### src/rtl/pll_seq_pkg.sv
package pll_seq_pkg;
  localparam int REG_W   = 32;
  localparam int M_LSB   = 0;
  localparam int N_LSB   = 8;
  localparam int P_LSB   = 20;
  localparam int OVR_BIT = 28;
  localparam int EN_BIT  = 30;
  localparam int BYP_BIT = 31;
  localparam int CP_LSB  = 8;

  localparam int REF0_KHZ = 13000;
  localparam int REF1_KHZ = 19200;
  localparam int REF2_KHZ = 12000;
  localparam int REF3_KHZ = 26000;

  typedef enum logic [3:0] {
    S_IDLE,
    S_CMP,
    S_WBYP,
    S_WCP,
    S_WEN,
    S_WREL,
    S_WAIT,
    S_CALC
  } seq_state_t;
endpackage

### src/rtl/pll_ref_rom.sv
module pll_ref_rom
  import pll_seq_pkg::*;
#(
  parameter int REF_W = 15
) (
  input  logic [1:0]       code_i,
  output logic [REF_W-1:0] khz_o
);
  always_comb begin
    unique case (code_i)
      2'd0:    khz_o = REF_W'(REF0_KHZ);
      2'd1:    khz_o = REF_W'(REF1_KHZ);
      2'd2:    khz_o = REF_W'(REF2_KHZ);
      default: khz_o = REF_W'(REF3_KHZ);
    endcase
  end
endmodule

### src/rtl/pll_udiv.sv
module pll_udiv #(
  parameter int NUM_W = 25,
  parameter int DEN_W = 5
) (
  input  logic             clk_i,
  input  logic             rst_ni,
  input  logic             start_i,
  input  logic [NUM_W-1:0] num_i,
  input  logic [DEN_W-1:0] den_i,
  output logic [NUM_W-1:0] quo_o,
  output logic             done_o
);
  localparam int CNT_W = $clog2(NUM_W + 1);

  logic [NUM_W-1:0] quo_q;
  logic [DEN_W-1:0] rem_q, den_q;
  logic [CNT_W-1:0] cnt_q;
  logic             loaded_q;
  logic [DEN_W:0]   trial, diff;
  logic             ge;

  assign trial = {rem_q, quo_q[NUM_W-1]};
  assign diff  = trial - {1'b0, den_q};
  assign ge    = trial >= {1'b0, den_q};

  always_ff @(posedge clk_i or negedge rst_ni) begin
    if (!rst_ni) begin
      quo_q    <= '0;
      rem_q    <= '0;
      den_q    <= '0;
      cnt_q    <= '0;
      loaded_q <= 1'b0;
    end else if (start_i) begin
      quo_q    <= num_i;
      rem_q    <= '0;
      den_q    <= den_i;
      cnt_q    <= CNT_W'(NUM_W);
      loaded_q <= 1'b1;
    end else if (cnt_q != '0) begin
      rem_q <= ge ? diff[DEN_W-1:0] : trial[DEN_W-1:0];
      quo_q <= {quo_q[NUM_W-2:0], ge};
      cnt_q <= cnt_q - 1'b1;
    end
  end

  assign quo_o  = quo_q;
  assign done_o = loaded_q && (cnt_q == '0);
endmodule

### src/rtl/pll_stab_cnt.sv
module pll_stab_cnt #(
  parameter int STAB_US = 300
) (
  input  logic clk_i,
  input  logic rst_ni,
  input  logic clr_i,
  input  logic tick_i,
  output logic done_o
);
  localparam int CW = $clog2(STAB_US + 1);
  localparam logic [CW-1:0] LIMIT = CW'(STAB_US);

  logic [CW-1:0] cnt_q;

  always_ff @(posedge clk_i or negedge rst_ni) begin
    if (!rst_ni)                          cnt_q <= '0;
    else if (clr_i)                       cnt_q <= '0;
    else if (tick_i && cnt_q != LIMIT)    cnt_q <= cnt_q + 1'b1;
  end

  assign done_o = (cnt_q == LIMIT);
endmodule

### src/rtl/pll_prog_seq.sv
module pll_prog_seq
  import pll_seq_pkg::*;
#(
  parameter int M_W       = 5,
  parameter int N_W       = 10,
  parameter int P_W       = 3,
  parameter int CP_W      = 4,
  parameter int REF_W     = 15,
  parameter int STAB_US   = 300,
  parameter bit IS_PERIPH = 1'b1,
  localparam int F_W      = REF_W + N_W
) (
  input  logic             clk_i,
  input  logic             rst_ni,
  input  logic             start_i,
  input  logic [M_W-1:0]   cfg_m_i,
  input  logic [N_W-1:0]   cfg_n_i,
  input  logic [P_W-1:0]   cfg_p_i,
  input  logic [CP_W-1:0]  cfg_cp_i,
  input  logic [1:0]       ref_code_i,
  input  logic             tick_i,
  input  logic [REG_W-1:0] cur_base_i,
  output logic             wr_en_o,
  output logic             wr_sel_o,
  output logic [REG_W-1:0] wr_data_o,
  output logic             busy_o,
  output logic             ready_o,
  output logic             match_o,
  output logic             err_o,
  output logic [F_W-1:0]   freq_khz_o
);
  localparam logic OVR_VAL = IS_PERIPH;

  function automatic logic [REG_W-1:0] base_word(
    input logic [M_W-1:0] m, input logic [N_W-1:0] n, input logic [P_W-1:0] p,
    input logic ovr, input logic en, input logic byp);
    logic [REG_W-1:0] w;
    w = '0;
    w[M_LSB +: M_W] = m;
    w[N_LSB +: N_W] = n;
    w[P_LSB +: P_W] = p;
    w[OVR_BIT]      = ovr;
    w[EN_BIT]       = en;
    w[BYP_BIT]      = byp;
    return w;
  endfunction

  seq_state_t       state_q;
  logic [M_W-1:0]   m_q;
  logic [N_W-1:0]   n_q;
  logic [P_W-1:0]   p_q;
  logic [CP_W-1:0]  cp_q;
  logic             ready_q, match_q, err_q, hit_q;
  logic [F_W-1:0]   freq_q;

  logic             accept;
  logic             cold_ok;
  logic [REG_W-1:0] fld_mask, cmp_word;
  logic             cmp_hit;
  logic [REF_W-1:0] ref_khz;
  logic [F_W-1:0]   num, quo;
  logic             div_done, stab_done;

  assign busy_o  = (state_q != S_IDLE);
  assign accept  = start_i && !busy_o;
  assign cold_ok = (cfg_m_i != '0);

  pll_ref_rom #(.REF_W(REF_W)) u_ref (
    .code_i (ref_code_i),
    .khz_o  (ref_khz)
  );

  assign num = F_W'(ref_khz) * F_W'(cfg_n_i);

  pll_udiv #(.NUM_W(F_W), .DEN_W(M_W)) u_div (
    .clk_i   (clk_i),
    .rst_ni  (rst_ni),
    .start_i (accept && cold_ok),
    .num_i   (num),
    .den_i   (cfg_m_i),
    .quo_o   (quo),
    .done_o  (div_done)
  );

  pll_stab_cnt #(.STAB_US(STAB_US)) u_stab (
    .clk_i  (clk_i),
    .rst_ni (rst_ni),
    .clr_i  (accept),
    .tick_i (tick_i && state_q == S_WAIT),
    .done_o (stab_done)
  );

  // compare against defined fields only; other bits of the register are don't-care
  always_comb begin
    fld_mask = base_word('1, '1, '1, 1'b1, 1'b1, 1'b1);
    cmp_word = base_word(m_q, n_q, p_q, 1'b1, 1'b1, 1'b0);
    cmp_hit  = ((cur_base_i & fld_mask) == cmp_word);
  end

  logic ovr_seen;
  generate
    if (IS_PERIPH) begin : g_ovr
      assign ovr_seen = cur_base_i[OVR_BIT];
    end else begin : g_no_ovr
      assign ovr_seen = 1'b0;
    end
  endgenerate

  always_ff @(posedge clk_i or negedge rst_ni) begin
    if (!rst_ni) begin
      state_q <= S_IDLE;
      m_q     <= '0;
      n_q     <= '0;
      p_q     <= '0;
      cp_q    <= '0;
      ready_q <= 1'b0;
      match_q <= 1'b0;
      err_q   <= 1'b0;
      hit_q   <= 1'b0;
      freq_q  <= '0;
    end else begin
      unique case (state_q)
        S_IDLE: if (accept) begin
          m_q     <= cfg_m_i;
          n_q     <= cfg_n_i;
          p_q     <= cfg_p_i;
          cp_q    <= cfg_cp_i;
          ready_q <= 1'b0;
          match_q <= 1'b0;
          hit_q   <= 1'b0;
          err_q   <= !cold_ok;
          if (cold_ok) state_q <= ovr_seen ? S_CMP : S_WBYP;
        end
        S_CMP: begin
          if (cmp_hit) begin
            hit_q   <= 1'b1;
            state_q <= S_CALC;
          end else begin
            err_q   <= 1'b1;
            state_q <= S_IDLE;
          end
        end
        S_WBYP: state_q <= S_WCP;
        S_WCP:  state_q <= S_WEN;
        S_WEN:  state_q <= S_WREL;
        S_WREL: state_q <= S_WAIT;
        S_WAIT: if (stab_done) state_q <= S_CALC;
        S_CALC: if (div_done) begin
          freq_q  <= quo >> p_q;
          ready_q <= 1'b1;
          match_q <= hit_q;
          state_q <= S_IDLE;
        end
        default: state_q <= S_IDLE;
      endcase
    end
  end

  always_comb begin
    wr_en_o   = 1'b0;
    wr_sel_o  = 1'b0;
    wr_data_o = '0;
    unique case (state_q)
      S_WBYP: begin
        wr_en_o   = 1'b1;
        wr_data_o = base_word(m_q, n_q, p_q, OVR_VAL, 1'b0, 1'b1);
      end
      S_WCP: begin
        wr_en_o   = 1'b1;
        wr_sel_o  = 1'b1;
        wr_data_o[CP_LSB +: CP_W] = cp_q;
      end
      S_WEN: begin
        wr_en_o   = 1'b1;
        wr_data_o = base_word(m_q, n_q, p_q, OVR_VAL, 1'b1, 1'b1);
      end
      S_WREL: begin
        wr_en_o   = 1'b1;
        wr_data_o = base_word(m_q, n_q, p_q, OVR_VAL, 1'b1, 1'b0);
      end
      default: ;
    endcase
  end

  assign ready_o    = ready_q;
  assign match_o    = match_q;
  assign err_o      = err_q;
  assign freq_khz_o = freq_q;
endmodule

### config.mk
export PLATFORM = sky130hd
export DESIGN_NAME = pll_prog_seq
export DESIGN_NICKNAME = d
export VERILOG_FILES = /design/src/rtl/pll_seq_pkg.sv /design/src/rtl/pll_ref_rom.sv /design/src/rtl/pll_udiv.sv /design/src/rtl/pll_stab_cnt.sv /design/src/rtl/pll_prog_seq.sv
export SDC_FILE = /design/constraint.sdc
export NUM_CORES = 1
export LEC_CHECK = 0
export BUFFER_PORTS_ARGS = -buffer_cell sky130_fd_sc_hd__buf_2
export CORE_UTILIZATION = 60
export DETAILED_ROUTE_END_ITERATION = 8
export PLACE_DENSITY = 0.87
export SYNTH_ARGS = -nofsm -noshare
export SYNTH_HDL_FRONTEND = slang
export SYNTH_SLANG_ARGS = --single-unit
### constraint.sdc
create_clock -name clk_i -period 6.5 [get_ports clk_i]
set_input_delay 1.95 -clock clk_i [delete_from_list [all_inputs] [get_ports clk_i]]
set_output_delay 1.95 -clock clk_i [all_outputs]
set_load 0.02 [all_outputs]
==> results of run 1 <==
-- sequential cells by signal, indices dropped and copies added, names as in the netlist --
name / cells
freq_khz_o: 25
m_q: 5
cp_q: 4
state_q: 3
match_o: 1
u_div.den_q: 5
u_stab.cnt_q: 9
n_q: 10
p_q: 3
ready_o: 1
u_div.quo_o: 25
u_div.loaded_q: 1
err_o: 1
u_div.rem_q: 5
u_div.cnt_q: 5
hit_q: 1
-- area by class of cell --
type / instances / area [um^2]
antenna: 1 / 2.50
clock buffer: 12 / 256
clock inverter: 4 / 73.8
fill: 1078 / 4170
inverter: 110 / 423
multi-input combinational: 843 / 6860
sequential: 104 / 2600
tap: 216 / 270
timing repair buffer: 191 / 1230
-- metrics by stage --
step	utilization, %	setup slack, ns	setup TNS (ns)
after floorplan	-	-0.0407	-0.0664
after global placement	69.1	-0.435	-3.43
after detailed placement	69.1	-0.619	-5.83
after CTS	72.3	0.00318	0
after global routing	73.8	-0.129	-0.658
final	73.8	-0.0214	-0.0382
-- cells in the mapped netlist (2+ instances only) --
cell type and number:
sky130_fd_sc_hd__and3_2 2, sky130_fd_sc_hd__nand2b_1 16, sky130_fd_sc_hd__a21oi_1 58, sky130_fd_sc_hd__o21ai_1 23, sky130_fd_sc_hd__buf_2 16, sky130_fd_sc_hd__xor2_1 16, sky130_fd_sc_hd__and2_1 46, sky130_fd_sc_hd__mux2_2 4
sky130_fd_sc_hd__a21oi_2 2, sky130_fd_sc_hd__ha_1 71, sky130_fd_sc_hd__inv_1 108, sky130_fd_sc_hd__xnor2_1 24, sky130_fd_sc_hd__dfrtp_1 104, sky130_fd_sc_hd__clkbuf_1 30, sky130_fd_sc_hd__and3_1 9, sky130_fd_sc_hd__nand4_1 9
sky130_fd_sc_hd__mux4_2 2, sky130_fd_sc_hd__mux2i_1 51, sky130_fd_sc_hd__o41ai_2 2, sky130_fd_sc_hd__nor2_1 58, sky130_fd_sc_hd__a21o_1 8, sky130_fd_sc_hd__o211ai_1 6, sky130_fd_sc_hd__buf_4 12, sky130_fd_sc_hd__nand3_1 15
sky130_fd_sc_hd__or3_1 6, sky130_fd_sc_hd__nor3_1 13, sky130_fd_sc_hd__a31oi_1 14, sky130_fd_sc_hd__o21a_1 3, sky130_fd_sc_hd__nor2b_1 22, sky130_fd_sc_hd__a22o_1 4, sky130_fd_sc_hd__a31o_2 3, sky130_fd_sc_hd__fa_1 79
sky130_fd_sc_hd__o21ai_0 32, sky130_fd_sc_hd__or4_1 2, sky130_fd_sc_hd__nor3b_1 2, sky130_fd_sc_hd__buf_1 3, sky130_fd_sc_hd__a211oi_1 9, sky130_fd_sc_hd__nand2_1 199, sky130_fd_sc_hd__a21boi_0 3
-- worst paths after layout --
check | startpoint | to | slack (ns) | depth (start not counted)
max in group asynchronous | rst_ni | u_div.quo_o[10] | 3.75 | 2
max reg2reg | state_q[2] | u_div.quo_o[24] | 3.63 | 7
min in group asynchronous | rst_ni | u_stab.cnt_q[0] | 1.58 | 1
min | cp_q[0] | cp_q[0] | 0.48 | 2
max | ref_code_i[0] | u_div.quo_o[21] | -0.02 | 21
min reg2reg | cp_q[0] | cp_q[0] | 0.48 | 2
-- worst max-delay path, delay by kind of cell --
family / cells / cell delay, ns
AO/OA/AOI/OAI: 4 / 0.91
multiplexers: 1 / 0.11
AND/OR/NAND/NOR: 3 / 0.22
buffers and inverters: 6 / 0.50
adder cells (fa/ha/maj): 7 / 3.06
-- layer usage --
layer / GRT usage [%] / up-vias
met2: 53.6 / 312
met1: 36.4 / 4148
li1: - / 3916
met4: 12.1 / 0
met3: 4.05 / 68
met5: 0 / -
-- what timing repair did --
action,CTS,global route
endpoints found under the setup margin,8,7
hold endpoints to repair,0,0
cloned,0,0
hold buffers,0,0
pin swaps,18,35
gates resized for setup,29,46
setup buffers,6,4
-- report_power, final --
group | internal (uW) | switching (uW) | total (uW)
registers | 665 | 21.4 | 686
logic | 1360 | 1420 | 2780
clock network | 359 | 240 | 599
-- cell families (layout without fill, tap and decap cells) --
logic type	after synthesis	after routing	share of synthesized area (%)
compound gates	177	177	11.2
xor+xnor	40	40	3.60
fa+ha+maj	150	150	25.3
buf+inv	171	317	7.25
flops	104	104	26.7
mux	57	57	6.16
other cells	1	12	0.0385
simple gates	408	408	19.7
==> out/metrics.sh, run 1 <==
ROUTE.VIAS.TOTAL=8444
PWR_DENSITY_CELL_mW_PER_MM2=347
FP.DIEAREA_MM2=0.0168
CTS-ROOT-BUF='sky130_fd_sc_hd__clkbuf_16'
TIMING.CRITICAL_PATH.ARRIVAL_NS=6.77
FINAL-MAX-SLEW-VIOLATION-COUNT=0
FINALCRITICALPERIOD_NS=6.52
PATH_COMMON_CELL='sky130_fd_sc_hd__fa_1'
FIRST_GLOBAL_VIAS=8463
LAYOUT.CELLS.MOST_COMMON='sky130_fd_sc_hd__nand2_1'
PLACE_HPWL_MM=18.1
CRITICAL_PATH_PEAK_FANOUT=6
YOSYS.AREA.TOP_TYPE_SHARE_PCT=26.7
NETS=1469
ROUTED_VIA_DENSITY=5.70
POST-PLACE-CELLS=1454
AREA.GROWTH.SYNTH_TO_FINAL_PCT=20.3
DIE_H_UM=129
POSTROUTEWIRELENGTH_MM=25.0
SYNTH.DISTINCT_CELLS=61
LAYOUT_WORST_PATH_CYCLE_SHARE_PCT=100
POST_PLACE_CELL_AREA_MM2=0.0110
FINISH.CELL_COUNT_WITHOUT_FILLERS=1481
HOLDWS_NS=0.479
START_UTIL_PCT=61.3
DOMINANTREGCELLSYNTH='sky130_fd_sc_hd__dfrtp_1'
TOTAL_OF_WARNINGS_RAISED_BY_YOSYS=0
LAYOUT_SETUP_WS_NS=-0.0214
CTS-ROOT-TO-SINK-BUFFERS=2
DRIVE_ABOVE_1_SHARE_PCT=23.5
CAP_VIOLATIONS=0
FP.DIEW_UM=129
RSZ0062_AT_GRT='yes'
SYNTHESIZED_FLOP_AND_LATCH_TOTAL=104
WL_MET3_MM=1.25
STATUS='finished with violations'
FINAL-HOLD-VIOLATION-COUNT=0
FIN_AREA_MM2=0.0117
MET2WIRELENGTH_MM=12.7
STARTPOINT_TYPE='primary input'
DR.FIRST_ITER.DRC_COUNT=543
GRT_ANTENNA_BEFORE_REPAIR=1
GP_ROUTABILITY_CONGESTION=0.980
POST_SYNTHESIS_INSTANCE_TOTAL=1108
CRIT_PATH_MAX_INCR_DELAY_NS=0.63
DESIGN.CORE.AREA_MM2=0.0159
ROW_COUNT=46
DETAIL-ROUTE-ANTENNA-NETS=0
SYNTH.YOSYS.SEQ_AREA_SHARE_PCT=26.7
H-TREE-DEPTH=3
MAX-SLEW-MARGIN-REL_PCT=23.6
CRITICAL_PATH.ENDPOINT_TYPE='flip-flop'
TOP_LAYER_USED='met4'
GRT_USE_TOTAL_PCT=29.9
CLOCK_INSERTION_DELAY_AT_THE_LATER_PIN_OF_THE_SKEW_REPORT_NS=0.36
NUMBER_OF_ENABLE_FLIP_FLOP_CELLS_AFTER_SYNTHESIS=0
GRT_START_MAX_NET_PINS=63
CLOCK-SINKS=104
ACHIEVABLE-FREQUENCY_MHz=153
CRIT_PATH_CELL_TRACE='buf_12 > inv_8 > buf_6 > ha_4 > buf_6 > nor2_4 > nor2b_2 > fa_1 > fa_1 > fa_1 > fa_1 > inv_1 > fa_1 > inv_2 > ha_4 > a21oi_4 > nor2b_2 > a311o_1 > a21oi_2 > mux2i_1 > a31o_2'
SETUP_VIOL=3
GR-TOTAL-OVERFLOW=0
YS_TOP_CELLS_BY_AREA='sky130_fd_sc_hd__dfrtp_1 (27%), sky130_fd_sc_hd__fa_1 (16%), sky130_fd_sc_hd__ha_1 (9.1%), sky130_fd_sc_hd__nand2_1 (7.7%), sky130_fd_sc_hd__mux2i_1 (5.2%)'
GRT_FIRST_PASS_WIRELENGTH_MM=39.5
FINAL.SETUP_SKEW_NS=0.0119
WORSTSETUPPATHTYPE='primary input to flip-flop'
CTS-BUFFERS-INSERTED=9
SYNTH_AREA_LEADER_CELL='sky130_fd_sc_hd__dfrtp_1'
SYN-MEAN-INSTANCE-AREA_UM2=8.79
P_TOTAL_uW=4070
TIMING.CRITICAL_PATH.SLOWEST_STAGE_CELL='sky130_fd_sc_hd__fa_1'
P_LEAK_uW=0.00589
ROUTE.DETAILED.WL_PER_INST_UM=16.9
DRT_DRC_VIOLATIONS_LEFT=0
DRT_FIRST_PASS_ITERS=5
HOLD_PATH.CLASS='flip-flop to flip-flop'
HIGHEST_COUNT_CELLS_IN_THE_LAYOUT_IGNORING_FILL_AND_TAPS='sky130_fd_sc_hd__nand2_1 (192), sky130_fd_sc_hd__dfrtp_1 (104), sky130_fd_sc_hd__inv_1 (97), sky130_fd_sc_hd__buf_2 (97), sky130_fd_sc_hd__buf_4 (86)'
BOUNDARYPINS=123
WORST-SLEW-PIN-TRANSITION_NS=1.14
VDD_DROP_MAX_V=0.000338
VIOLATIONS='setup timing'
WORST-ENDPOINT-REQUIRED_NS=6.75
SUM_OF_ROUTED_WIRE_SEGMENTS_ON_MET1_MM=10.2
CLKTRANSATPATHREGS_NS=0.07
TRITONCTS='done'
ASYNCSETRESETFLOPFRACSYNTH_PCT=100
NUMPORTBUFFERS=100
SYN_AREA_MM2=0.00974
(Power assumes the default switching activity.)
==> inputs of run 2 (changes only) <==
--- a/config.mk
+++ b/config.mk
@@ -6,9 +6,9 @@
 export NUM_CORES = 1
 export LEC_CHECK = 0
 export BUFFER_PORTS_ARGS = -buffer_cell sky130_fd_sc_hd__buf_2
-export CORE_UTILIZATION = 60
+export CORE_UTILIZATION = 49
 export DETAILED_ROUTE_END_ITERATION = 8
-export PLACE_DENSITY = 0.87
+export PLACE_DENSITY = 0.74
 export SYNTH_ARGS = -nofsm -noshare
 export SYNTH_HDL_FRONTEND = slang
 export SYNTH_SLANG_ARGS = --single-unit
==> out/metrics.sh, run 2 (synthesis gave the netlist of run 1 again) <==
STARTPOINT_TYPE='primary input'
RSZ0062_AT_GRT='yes'
FINALCOREUTILIZATION_PCT=61.0
P_LEAK_uW=0.00595
HOLD_PATH.CLASS='flip-flop to flip-flop'
CAP_VIOLATIONS=0
SETUP_VIOL=1
CTS-BUFFERS-INSERTED=9
ROUTED_VIA_DENSITY=5.22
CTSHOLDBUFFERS=0
DETAIL-ROUTE-ANTENNA-NETS=0
FP.DIEW_UM=143
GRT_START_MAX_NET_PINS=62
WORST-SLEW-PIN-TRANSITION_NS=1.07
FIRST_GLOBAL_VIAS=8083
CRITICAL_PATH_PEAK_FANOUT=6
DRT_DRC_VIOLATIONS_LEFT=0
WORSTSETUPPATHTYPE='primary input to flip-flop'
START_UTIL_PCT=50.1
MIN_DELAY_PATH_DEPTH=2
HIGHEST_COUNT_CELLS_IN_THE_LAYOUT_IGNORING_FILL_AND_TAPS='sky130_fd_sc_hd__nand2_1 (196), sky130_fd_sc_hd__buf_4 (105), sky130_fd_sc_hd__dfrtp_1 (104), sky130_fd_sc_hd__inv_1 (100), sky130_fd_sc_hd__buf_2 (97)'
PLACEMENT.SETUP.WORST_SLACK_NS=-0.557
NUMPORTBUFFERS=100
FINAL-MAX-SLEW-VIOLATION-COUNT=0
TIMING.CRITICAL_PATH.SLOWEST_STAGE_CELL='sky130_fd_sc_hd__fa_1'
PATH_COMMON_CELL='sky130_fd_sc_hd__fa_1'
WORST-R2R-SETUP-SLACK_NS=3.70
WORSTSETUPENDPOINT='u_div.quo_o[21]'
CRIT_PATH_MAX_INCR_DELAY_NS=0.62
CLOCK-SINKS=104
ROW_COUNT=51
CLKTRANSATPATHREGS_NS=0.07
ACHIEVABLE-FREQUENCY_MHz=153
ROUTE.DETAILED.WL_PER_INST_UM=15.3
VDD_DROP_MAX_V=0.000274
PWR_DENSITY_CELL_mW_PER_MM2=339
GRT_USE_TOTAL_PCT=24.3
CLOCK_INSERTION_DELAY_AT_THE_LATER_PIN_OF_THE_SKEW_REPORT_NS=0.35
LAYOUT.CELLS.MOST_COMMON='sky130_fd_sc_hd__nand2_1'
CRITICAL_PATH.ENDPOINT_TYPE='flip-flop'
DR.FIRST_ITER.DRC_COUNT=395
CRIT-REG2REG-CAPTURE='u_div.quo_o[24]'
PLACE_HPWL_MM=18.2
TRITONCTS='done'
FINAL.SETUP_SKEW_NS=0.00807
DESIGN.CORE.AREA_MM2=0.0195
WORST-ENDPOINT-REQUIRED_NS=6.74
DRIVE_ABOVE_1_SHARE_PCT=23.8
DIE_H_UM=143
DRT_FIRST_PASS_ITERS=5
GRT_FIRST_PASS_WIRELENGTH_MM=39.2
ROUTE.VIAS.TOTAL=8071
CTS-ROOT-TO-SINK-BUFFERS=2
FINAL-HOLD-VIOLATION-COUNT=0
FINISH.CELL_COUNT_WITHOUT_FILLERS=1545
FP.DIEAREA_MM2=0.0205
MAX-SLEW-MARGIN-REL_PCT=28.6
NETS=1485
CRIT-REG2REG-LAUNCH='state_q[2]'
VIOLATIONS='setup timing'
CRITPATHLAUNCH='ref_code_i[0]'
CTS-ROOT-BUF='sky130_fd_sc_hd__clkbuf_16'
POSTROUTEWIRELENGTH_MM=23.7
LAYOUT_WORST_PATH_CYCLE_SHARE_PCT=100
BOUNDARYPINS=123
SETUP_TNS_NS=-0.0174
TIMING.CRITICAL_PATH.ARRIVAL_NS=6.76
LAYOUT_SETUP_WS_NS=-0.0174
GR-TOTAL-OVERFLOW=0
AREA.GROWTH.SYNTH_TO_FINAL_PCT=21.8
TIMING.REG2REG.WORST_PATH_DEPTH=7
P_TOTAL_uW=4030
H-TREE-DEPTH=3
STATUS='finished with violations'
FINALCRITICALPERIOD_NS=6.52
GP_ROUTABILITY_CONGESTION=0.906
POST-PLACE-CELLS=1518
CRIT_PATH_CELL_TRACE='buf_12 > inv_8 > buf_6 > ha_4 > buf_12 > nor2_4 > nor2b_2 > fa_1 > fa_1 > fa_1 > fa_1 > inv_2 > fa_1 > inv_2 > ha_4 > a21oi_4 > nor2b_2 > a311o_1 > a21oi_2 > mux2i_1 > a31o_2'
GRT_ANTENNA_BEFORE_REPAIR=1
[run 2: cell types whose count changed in the layout (fill, tap and decap cells not counted), moves of 2 or more]
cell / before / now
sky130_fd_sc_hd__fa_1: 78 / 76
sky130_fd_sc_hd__inv_2: 10 / 8
sky130_fd_sc_hd__nand2_2: 7 / 3
sky130_fd_sc_hd__inv_1: 97 / 100
sky130_fd_sc_hd__fa_2: 1 / 3
sky130_fd_sc_hd__o21ai_1: 27 / 25
sky130_fd_sc_hd__clkbuf_8: 2 / 0
sky130_fd_sc_hd__bufinv_16: 2 / 4
sky130_fd_sc_hd__buf_4: 86 / 105
sky130_fd_sc_hd__nand2_1: 192 / 196
sky130_fd_sc_hd__buf_6: 6 / 3
[run 2: through the flow]
stage | hold WS (ns) | instance area (um^2)
floorplan | 0.446 | 9940
global placement | 0.456 | 11200
detailed placement | 0.463 | 11200
CTS | 0.479 | 11600
global route | 0.493 | 11900
finish | 0.476 | 11900
[run 2: worst min-delay path by stage]
stage / slack [ns] / to / startpoint
after floorplan: 0.45 / cp_q[0] / cp_q[0]
after global placement: 0.46 / ready_o / ready_o
after detailed placement: 0.46 / freq_khz_o[21] / freq_khz_o[21]
after CTS: 0.48 / freq_khz_o[21] / freq_khz_o[21]
after global routing: 0.49 / cp_q[1] / cp_q[1]
final: 0.48 / freq_khz_o[21] / freq_khz_o[21]
[run 2: final cells by class]
| class | instances | area (um^2) |
|---|---|---|
| fillers | 1650 | 7590 |
| multi-input cells | 843 | 6810 |
| flip-flops and latches | 104 | 2600 |
| repair buffers | 207 | 1350 |
| inverters | 110 | 420 |
| well taps | 265 | 332 |
| clock buffers | 9 | 225 |
| clock inverters | 6 | 133 |
| diodes | 1 | 2.50 |
[run 2: layer usage]
layer | part of all wire, % | vias to the layer above | routed length (um) | track usage (%)
met3 | 3.1 | 28 | 731 | 2.62
met1 | 45 | 3918 | 10500 | 31.9
met5 | 0 | - | 0 | 0
li1 | - | 3968 | - | -
met4 | 1.4 | 0 | 324 | 6.06
met2 | 51 | 157 | 12100 | 42.6
[run 2: critical path, delay by kind of cell]
kind,cells,cell delay (ns)
AO/OA/AOI/OAI,4,0.94
adder cells (fa/ha/maj),7,3.05
buffers and inverters,6,0.46
multiplexers,1,0.11
AND/OR/NAND/NOR,3,0.23
[run 2: where the power goes]
| part | switching, uW | internal, uW |
|---|---|---|
| logic | 1330 | 1360 |
| clock network | 236 | 412 |
| registers | 21.7 | 665 |
| total | 1590 | 2440 |
[run 2: timing repair]
action	4_1_cts	5_1_grt
gates resized for setup	9	49
endpoints found under the setup margin	7	9
setup buffers	0	11
pin swaps	0	34
